===== src/rtl/pwm_pkg.sv =====
package pwm_pkg;

    localparam int CNT_W    = 31;
    localparam int CMP_W    = 16;
    localparam int SCALE_W  = 4;
    localparam int NCHAN    = 4;
    localparam int CH_W     = $clog2(NCHAN);
    localparam int ADDR_W   = 8;
    localparam int DATA_W   = 32;

    // configuration bit positions that the logic decodes
    localparam int ZERO_BIT    = 9;
    localparam int RUN_BIT     = 12;
    localparam int ONESHOT_BIT = 13;
    localparam int PEND_LSB    = 28;
    localparam int CFG_LO_W    = PEND_LSB;

    localparam logic [ADDR_W-1:0] OFS_CFG = 8'h00;
    localparam logic [ADDR_W-1:0] OFS_CNT = 8'h08;
    localparam logic [ADDR_W-1:0] OFS_SCL = 8'h10;
    localparam logic [ADDR_W-1:0] OFS_CMP = 8'h20;

    typedef enum logic [2:0] {
        SEL_NONE,
        SEL_CFG,
        SEL_CNT,
        SEL_SCL,
        SEL_CMP
    } reg_sel_e;

    typedef struct packed {
        reg_sel_e        sel;
        logic [CH_W-1:0] chan;
    } reg_dec_t;

    // shared per-cycle controls of the count register
    typedef struct packed {
        logic             load;
        logic [CNT_W-1:0] load_val;
        logic             clr;
        logic             inc;
    } cnt_ctl_t;

    function automatic reg_dec_t decode_addr(input logic [ADDR_W-1:0] a);
        reg_dec_t d;
        d.sel  = SEL_NONE;
        d.chan = '0;
        if (a == OFS_CFG)      d.sel = SEL_CFG;
        else if (a == OFS_CNT) d.sel = SEL_CNT;
        else if (a == OFS_SCL) d.sel = SEL_SCL;
        else begin
            for (int i = 0; i < NCHAN; i++) begin
                if (a == ADDR_W'(int'(OFS_CMP) + 4 * i)) begin
                    d.sel  = SEL_CMP;
                    d.chan = CH_W'(i);
                end
            end
        end
        return d;
    endfunction

    function automatic logic [CMP_W-1:0] scaled_window(input logic [CNT_W-1:0] c,
                                                       input logic [SCALE_W-1:0] s);
        return CMP_W'(c >> s);
    endfunction

    function automatic logic [CNT_W-1:0] scaled_to_count(input logic [CMP_W-1:0] v,
                                                         input logic [SCALE_W-1:0] s);
        return CNT_W'(CNT_W'(v) << s);
    endfunction

endpackage


===== src/rtl/pwm_counter.sv =====
module pwm_counter
    import pwm_pkg::*;
(
    input  logic             clk,
    input  logic             rst,
    input  cnt_ctl_t         ctl,
    output logic [CNT_W-1:0] cnt_q,
    output logic             carry
);

    // carry only when the increment is the action actually taken
    assign carry = ctl.inc && !ctl.load && !ctl.clr && (&cnt_q);

    always_ff @(posedge clk) begin
        if (rst) begin
            cnt_q <= '0;
        end else if (ctl.load) begin
            cnt_q <= ctl.load_val;
        end else if (ctl.clr) begin
            cnt_q <= '0;
        end else if (ctl.inc) begin
            cnt_q <= cnt_q + CNT_W'(1);
        end
    end

endmodule


===== src/rtl/pwm_cfg_reg.sv =====
module pwm_cfg_reg
    import pwm_pkg::*;
(
    input  logic                clk,
    input  logic                rst,
    input  logic                wr_en,
    input  logic [CFG_LO_W-1:0] wdata,
    input  logic                hw_stop,
    output logic [CFG_LO_W-1:0] cfg_q
);

    logic [CFG_LO_W-1:0] cfg_d;

    always_comb begin
        cfg_d = cfg_q;
        if (wr_en) begin
            cfg_d = wdata;
        end else if (hw_stop) begin
            cfg_d[ONESHOT_BIT] = 1'b0;
        end
    end

    always_ff @(posedge clk) begin
        if (rst) cfg_q <= '0;
        else     cfg_q <= cfg_d;
    end

endmodule


===== src/rtl/pwm_channel.sv =====
module pwm_channel
    import pwm_pkg::*;
(
    input  logic             clk,
    input  logic             rst,
    input  logic [CMP_W-1:0] scaled,
    input  logic             cmp_wr,
    input  logic [CMP_W-1:0] cmp_wdata,
    input  logic             pend_wr,
    input  logic             pend_wdata,
    output logic [CMP_W-1:0] cmp_q,
    output logic             match,
    output logic             pend_q,
    output logic             pwm_q
);

    assign match = (scaled >= cmp_q);

    always_ff @(posedge clk) begin
        if (rst) begin
            cmp_q  <= '0;
            pend_q <= 1'b0;
            pwm_q  <= 1'b0;
        end else begin
            if (cmp_wr) cmp_q <= cmp_wdata;
            pend_q <= pend_wr ? pend_wdata : (pend_q | match);
            pwm_q  <= match;
        end
    end

endmodule


===== src/rtl/pwm_timer.sv =====
module pwm_timer
    import pwm_pkg::*;
(
    input  logic              clk,
    input  logic              rst,
    input  logic              reg_wr,
    input  logic [ADDR_W-1:0] reg_addr,
    input  logic [DATA_W-1:0] reg_wdata,
    output logic [DATA_W-1:0] reg_rdata,
    output logic [NCHAN-1:0]  irq_o,
    output logic [NCHAN-1:0]  pwm_o
);

    reg_dec_t            dec;
    logic                cfg_wr;
    logic                cnt_wr;
    logic                scl_wr;
    logic [CFG_LO_W-1:0] cfg_q;
    logic [SCALE_W-1:0]  scale;
    logic                run_en;
    logic                oneshot;
    logic [CNT_W-1:0]    cnt_q;
    logic                carry;
    logic                zclr;
    logic                cnt_load;
    cnt_ctl_t            cnt_ctl;
    logic [CMP_W-1:0]    scaled;
    logic [CMP_W-1:0]    cmp_q [NCHAN];
    logic [NCHAN-1:0]    match_v;
    logic [NCHAN-1:0]    pend_v;
    logic [NCHAN-1:0]    pwm_v;

    assign dec    = decode_addr(reg_addr);
    assign cfg_wr = reg_wr && (dec.sel == SEL_CFG);
    assign cnt_wr = reg_wr && (dec.sel == SEL_CNT);
    assign scl_wr = reg_wr && (dec.sel == SEL_SCL);

    assign scale   = cfg_q[SCALE_W-1:0];
    assign oneshot = cfg_q[ONESHOT_BIT];
    assign run_en  = cfg_q[RUN_BIT] | oneshot;
    assign scaled  = scaled_window(cnt_q, scale);
    assign zclr    = cfg_q[ZERO_BIT] & match_v[0];

    assign cnt_load         = cnt_wr | scl_wr;
    assign cnt_ctl.load     = cnt_load;
    assign cnt_ctl.load_val = cnt_wr ? reg_wdata[CNT_W-1:0]
                                     : scaled_to_count(reg_wdata[CMP_W-1:0], scale);
    assign cnt_ctl.clr      = zclr;
    assign cnt_ctl.inc      = run_en;

    pwm_counter u_cnt (
        .clk   (clk),
        .rst   (rst),
        .ctl   (cnt_ctl),
        .cnt_q (cnt_q),
        .carry (carry)
    );

    pwm_cfg_reg u_cfg (
        .clk     (clk),
        .rst     (rst),
        .wr_en   (cfg_wr),
        .wdata   (reg_wdata[CFG_LO_W-1:0]),
        .hw_stop (zclr | carry),
        .cfg_q   (cfg_q)
    );

    for (genvar i = 0; i < NCHAN; i++) begin : g_ch
        logic cmp_sel;
        assign cmp_sel = reg_wr && (dec.sel == SEL_CMP) && (dec.chan == CH_W'(i));

        pwm_channel u_ch (
            .clk        (clk),
            .rst        (rst),
            .scaled     (scaled),
            .cmp_wr     (cmp_sel),
            .cmp_wdata  (reg_wdata[CMP_W-1:0]),
            .pend_wr    (cfg_wr),
            .pend_wdata (reg_wdata[PEND_LSB+i]),
            .cmp_q      (cmp_q[i]),
            .match      (match_v[i]),
            .pend_q     (pend_v[i]),
            .pwm_q      (pwm_v[i])
        );
    end

    assign irq_o = pend_v;
    assign pwm_o = pwm_v;

    always_comb begin
        unique case (dec.sel)
            SEL_CFG: reg_rdata = {pend_v, cfg_q};
            SEL_CNT: reg_rdata = DATA_W'(cnt_q);
            SEL_SCL: reg_rdata = DATA_W'(scaled);
            SEL_CMP: reg_rdata = DATA_W'(cmp_q[dec.chan]);
            default: reg_rdata = '0;
        endcase
    end

endmodule


===== config.mk =====
export PLATFORM = sky130hd
export DESIGN_NAME = pwm_timer
export DESIGN_NICKNAME = d
export VERILOG_FILES = /design/src/rtl/pwm_pkg.sv /design/src/rtl/pwm_counter.sv /design/src/rtl/pwm_cfg_reg.sv /design/src/rtl/pwm_channel.sv /design/src/rtl/pwm_timer.sv
export SDC_FILE = /design/constraint.sdc
export NUM_CORES = 1
export LEC_CHECK = 0
export CAP_MARGIN = 20
export CORE_MARGIN = 3
export CORE_UTILIZATION = 25
export CTS_BUF_LIST = sky130_fd_sc_hd__clkbuf_8 sky130_fd_sc_hd__clkbuf_16
export CTS_CLUSTER_SIZE = 25
export DETAILED_ROUTE_END_ITERATION = 7
export PLACE_DENSITY = 0.52
export SYNTH_ARGS = -nofsm -noshare
export SYNTH_HDL_FRONTEND = slang
export SYNTH_SLANG_ARGS = --single-unit

===== constraint.sdc =====
create_clock -name clk -period 3.9 [get_ports clk]
set_input_delay 0.78 -clock clk [delete_from_list [all_inputs] [get_ports clk]]
set_output_delay 0.78 -clock clk [all_outputs]
set_load 0.01 [all_outputs]

==> metrics.csv, run 1 <==
stage,metric,value,unit
floorplanning,num ports,83,
placement,Place WS,-332,ps
global_routing,Tot GR Track Use,0.180,
floorplanning,Die X-Extent,211,um
sta,worst setup margin,46.9,ps
setup_path,Crit Path Category,input pin to output port,
cts,H-tree depth,4,
finish,final layout net count,1469,
run_status,outcome,"complete, no violations",
yosys,#FFs+latches synth,131,
route,drt total wl,40300,um
yosys,"Distinct cells, synth",75,
route,First-pass DRT Iterations,5,
floorplanning,Site Rows,74,
placement,Routability Congestion,0.899,
cts,CTS buffer count,17,
sta,RSZ-0062 raised after global routing,no,
yosys,synth warn,0,
setup_path,cell family with most CP delay,buffers and inverters,
floorplanning,initial core utilization,0.255,
finish,"most common cell after layout, fill and taps aside",nand2_1,
cts,clock-pin slew on the worst setup and hold paths,60,ps
setup_path,Worst setup SP type,input pin,
setup_path,crit-path max cell delay,580,ps
yosys,Synth Area per Inst,8.31,um^2
sta,Final Max Slew Viols,0,
setup_path,endpoint type of the worst setup path,output port,
worst_hold_path,worst hold path type,flop to flop,
global_routing,number of global-route vias before repair,10100,
sta,setup TNS,0,ps
yosys,Syn Inst Count,1263,
floorplanning,core region area,41200,um^2
yosys,ys flop type,dfxtp_1,
global_routing,largest net degree at the start of global routing,62,
yosys,top cell type's share of synthesized area,0.250,
power_and_ir_drop,Power Total,3.38,mW
finish,most frequent cells in the layout,"148 x nand2_1, 128 x dfxtp_1, 124 x nor2_1, 108 x buf_4, 100 x mux2i_1",
setup_path,Crit Path Max Fanout,7,
global_routing,first-pass GRT wire length,61700,um
sta,Final Setup Violations,0,
finish,fin util,0.318,
cts,CTS Hold Bufs,0,
finish,multi-input gate area in the final layout,7050,um^2
run,max_cap viols,0,
yosys,post-synth net total,1371,
setup_path,Crit path buffers/inverters,5,
sta,final hold violations,0,
yosys,sequential share of the synthesized area,0.250,
yosys,Synth area leader,dfxtp_1,
sta,Max Fclk,260,MHz
yosys,fraction of registers with async set/reset,0,
global_routing,antenna violations before repair,0,
cts,Sink Count,131,
power_and_ir_drop,Power Dens Cells,258,nW/um^2
route,DRT iter0 DRCs,1136,
cts,worst-skew pair later-pin latency,440,ps
finish,fill cell count,4288,
setup_path,critical path's most frequent cell,buf_4,
cts,TritonCTS clock tree,built,
route,Detail Route Antenna Nets,0,
cts,root buffer cell,clkbuf_16,
route,vias,10500,
floorplanning,die height,211,um
yosys,Post-synth EDFFs,0,
sta,Final Critical Period,3850,ps
sta,Max-slew headroom,0.271,
sta,slew of the pin with the lowest slew margin,1090,ps
finish,ratio of cells with drive above 1 in the final layout,0.179,
global_routing,total gr overflow,0,
route,via density per instance,5.49,
finish,Area growth syn-to-layout,24.9,%
yosys,"top cells by area, synth","dfxtp_1 25%, mux4_2 9.9%, mux2i_1 9.5%, ha_1 7.7%, nand2_1 5.3%",
finish,register area,2630,um^2
sta,post-route clock skew,12.1,ps
route,drc violations,0,
cts,Clock Path Buffers,2,
sta,final worst-path cycle share,0.988,
yosys,post-synth design cell area,10500,um^2
placement,hpwl dp,30600,um
setup_path,critical path required time,3120,ps
floorplanning,die area,44500,um^2
power_and_ir_drop,Worst VDD drop,184,uV
setup_path,CP cell instances,"clkdlybuf4s50_1, or4_4, nor4_4, buf_4, nor2b_2, buf_6, buf_4, a221o_1, clkdlybuf4s15_1",
finish,Antenna diodes,0,
placement,Port-buffer cells,82,
setup_path,WP data arrival,3070,ps
route,Routed wire per std cell,21.2,um
power_and_ir_drop,Pleak,4.99,nW
setup_path,Critical-path top delay cell,or4_4,
worst register-to-register path, cell delays in order (launching register included):
cell and delay [ps]:
dfxtp_4 360, buf_4 150, buf_4 160, inv_1 250, buf_4 190, mux2i_1 260
nand2_1 80, a31oi_1 310, ha_1 200, nand4_1 120, a211o_1 260, or2_2 300
o211a_1 270, buf_4 180, a22o_1 200, a221oi_1 260
state kept, by name (all words and copies together), names as in the netlist:
signal / flops
u_cfg.cfg_q: 28
g_ch.u_ch.pwm_q: 4
g_ch.u_ch.cmp_q: 64
g_ch.u_ch.pend_q: 4
u_cnt.cnt_q: 31
final cells by class:
class,count,share of cell area
timing repair buffer,203,0.140
tap,532,0.0507
inverter,80,0.0229
sequential,131,0.200
multi-input combinational,928,0.537
clock inverter,13,0.0139
clock buffer,19,0.0345
worst paths after layout:
path | start | slack, ps | end | cells past startpoint
hold reg to reg | u_cfg.cfg_q[14]$_SDFFE_PP0P_ | 460 | u_cfg.cfg_q[14]$_SDFFE_PP0P_ | 2
hold / removal | u_cfg.cfg_q[14]$_SDFFE_PP0P_ | 460 | u_cfg.cfg_q[14]$_SDFFE_PP0P_ | 2
setup / recovery | reg_addr[1] | 50 | reg_rdata[15] | 9
setup reg to reg | u_cfg.cfg_q[0]$_SDFFE_PP0P_ | 260 | u_cnt.cnt_q[27]$_SDFFE_PP0P_ | 15
per-layer routing:
| layer | share of wire | global-route usage | wire [um] |
|---|---|---|---|
| met2 | 0.48 | 0.297 | 19200 |
| met5 | 0 | 0 | 0 |
| met4 | 0.031 | 0.0630 | 1240 |
| met1 | 0.43 | 0.236 | 17200 |
| met3 | 0.067 | 0.0346 | 2700 |
synth_stat cells (19+ instances only):
cell        n
nand2_1   148
dfxtp_1   131
nor2_1    125
mux2i_1   100
inv_1      78
a21oi_1    76
clkbuf_1   65
ha_1       65
o21ai_0    59
mux4_2     46
buf_2      36
a22o_1     22
nand3_1    19
repair_timing:
item / 4_1_cts / 5_1_grt
buffers inserted: 1 / 6
setup endpoints to repair: 51 / 37
gates resized for setup: 37 / 13
power by group:
| part | switching (mW) | internal [mW] | leakage [nW] | total (mW) |
|---|---|---|---|---|
| sequential | 0.00461 | 1.34 | 1.06 | 1.35 |
| combinational | 0.146 | 0.108 | 3.62 | 0.254 |
| clock | 0.679 | 1.10 | 0.307 | 1.78 |
| total | 0.830 | 2.55 | 4.99 | 3.38 |
kinds of logic after synthesis:
kind of cell	Yosys count	share of synthesized area
xor gates and xnor gates	2	0.00167
AOI/OAI and AO/OA	318	0.210
adders and majority gates	65	0.0774
muxes	160	0.209
buffers and inverters	204	0.0840
DFF	131	0.250
and+or+nand+nor	383	0.168
stage by stage:
step | hold slack (ps) | cell area (um^2) | instances
after floorplan | 437 | 10500 | 1263
after global placement | 443 | 12400 | 1865
after detailed placement | 449 | 12400 | 1865
after CTS | 457 | 13000 | 1898
after global routing | 479 | 13100 | 1906
final | 458 | 13100 | 1906
No activity file was read; power rests on OpenSTA's default activity.
==> inputs of run 2 (changes only) <==
GPL_TIMING_DRIVEN = 0   (was not set)
==> metrics.csv, run 2 (same netlist as run 1, synthesis figures left out) <==
stage,metric,value,unit
run_status,outcome,"complete, no violations",
sta,RSZ-0062 raised after global routing,yes,
global_routing,Tot GR Track Use,0.210,
route,Detail Route Antenna Nets,0,
route,First-pass DRT Iterations,6,
floorplanning,Site Rows,74,
cts,H-tree depth,4,
power_and_ir_drop,Power Total,3.33,mW
placement,Routability Congestion,0.991,
finish,"Most flops, register",g_ch.u_ch.cmp_q,
cts,root buffer cell,clkbuf_16,
finish,Area growth syn-to-layout,29.0,%
run,max_cap viols,0,
cts,clock-pin slew on the worst setup and hold paths,70,ps
route,drc violations,0,
setup_path,WP data arrival,4270,ps
setup_path,critical path required time,4290,ps
cts,Sink Count,131,
sta,Max Fclk,258,MHz
floorplanning,num ports,83,
floorplanning,Die X-Extent,211,um
floorplanning,core region area,41200,um^2
route,via density per instance,5.70,
floorplanning,die area,44500,um^2
finish,most frequent cells in the layout,"144 x nand2_1, 128 x dfxtp_1, 117 x nor2_1, 97 x mux2i_1, 76 x inv_1",
power_and_ir_drop,Worst VDD drop,245,uV
finish,ratio of cells with drive above 1 in the final layout,0.210,
setup_path,Crit Path Category,flop to flop,
floorplanning,die height,211,um
setup_path,Worst setup SP type,flop,
cts,CTS Hold Bufs,0,
route,Routed wire per std cell,24.6,um
finish,fin util,0.329,
sta,final worst-path cycle share,0.995,
power_and_ir_drop,Pleak,5.13,nW
sta,worst setup margin,17.8,ps
setup_path,endpoint type of the worst setup path,flop,
placement,hpwl dp,36600,um
route,drt total wl,47800,um
cts,CTS buffer count,17,
route,DRT iter0 DRCs,1119,
finish,"most common cell after layout, fill and taps aside",nand2_1,
sta,Final Setup Violations,0,
global_routing,largest net degree at the start of global routing,17,
global_routing,antenna violations before repair,2,
global_routing,number of global-route vias before repair,10900,
placement,Place WS,-1250,ps
setup_path,Crit Path Max Fanout,10,
sta,Max-slew headroom,0.236,
sta,Final Max Slew Viols,0,
sta,post-route clock skew,13.6,ps
cts,worst-skew pair later-pin latency,460,ps
floorplanning,initial core utilization,0.255,
route,vias,11100,
cts,Clock Path Buffers,2,
global_routing,first-pass GRT wire length,69800,um
finish,Regs by FF count,"g_ch.u_ch.cmp_q: 64 flops, u_cnt.cnt_q: 31 flops, u_cfg.cfg_q: 28 flops",
worst_hold_path,worst hold path type,flop to flop,
cts,TritonCTS clock tree,built,
global_routing,total gr overflow,0,
sta,Final Critical Period,3880,ps
placement,Port-buffer cells,77,
sta,setup TNS,0,ps
finish,flip-flop count of the largest register after layout,64,
finish,final layout net count,1503,
sta,final hold violations,0,
sta,slew of the pin with the lowest slew margin,1140,ps
power_and_ir_drop,Power Dens Cells,246,nW/um^2
run 2: cell types whose count changed in the layout (fill, tap and decap cells not counted), moves of 10 or more:
cell / delta
clkdlybuf4s50_1: -10
buf_4: -52
dlymetal6s2s_1: +11
buf_2: +25
dlygate4sd2_1: -11
clkbuf_2: +12
clkbuf_1: +42
run 2: repair_timing:
action / in CTS / in global routing
pin swaps: 15 / 16
gates cloned: 0 / 2
endpoints found under the setup margin: 72 / 59
buffers inserted: 15 / 22
gates resized for setup: 178 / 83
hold endpoints to repair: 0 / 0
run 2: per-layer routing:
layer | global-route usage | share of wire | vias up | wire length [um]
met5 | 0 | 0.00027 | - | 13
met4 | 0.0741 | 0.035 | 2 | 1680
met3 | 0.0495 | 0.090 | 125 | 4310
met2 | 0.341 | 0.46 | 601 | 22200
met1 | 0.274 | 0.41 | 5426 | 19700
li1 | - | - | 4919 | -
run 2: cell type report:
type,count,area (um^2)
fillers,4277,27700
multi-input cells,928,7410
flip-flops and latches,131,2630
repair buffers,116,1090
plain buffers,121,833
well taps,532,666
clock buffers,17,425
inverters,80,307
clock inverters,15,173
diodes,1,2.50
run 2: path summary, 6_finish.rpt:
path,from,endpoint,slack [ps],depth (start not counted)
max,u_cfg.cfg_q[1]$_SDFFE_PP0P_,u_cnt.cnt_q[19]$_SDFFE_PP0P_,20,15
min,u_cfg.cfg_q[21]$_SDFFE_PP0P_,u_cfg.cfg_q[21]$_SDFFE_PP0P_,460,2
max reg2reg,u_cfg.cfg_q[1]$_SDFFE_PP0P_,u_cnt.cnt_q[19]$_SDFFE_PP0P_,20,15
min reg2reg,u_cfg.cfg_q[21]$_SDFFE_PP0P_,u_cfg.cfg_q[21]$_SDFFE_PP0P_,460,2
run 2: worst max-delay path, stage by stage (launching register included):
cell	delay, ps
dfxtp_4	400
buf_12	160
buf_6	190
mux4_2	360
mux2_2	310
o21a_2	230
ha_1	320
a211oi_2	250
o211ai_1	140
a41oi_2	180
buf_6	150
o211ai_1	80
buf_4	230
buf_4	140
or4_1	530
a21oi_1	150
run 2: metrics by stage:
stage	instances	hold WS (ps)	cell area [um^2]
global route	1941	473	13500
detailed placement	1872	450	11900
global placement	1872	442	11900
finish	1941	458	13500
CTS	1919	458	13100
floorplan	1263	437	10500
run 2: power breakdown:
part / switching [mW] / internal, mW / leakage, nW / total, mW
registers: 0.00409 / 1.34 / 1.06 / 1.35
clock network: 0.749 / 0.959 / 0.282 / 1.71
logic: 0.171 / 0.109 / 3.79 / 0.280
total: 0.924 / 2.41 / 5.13 / 3.33
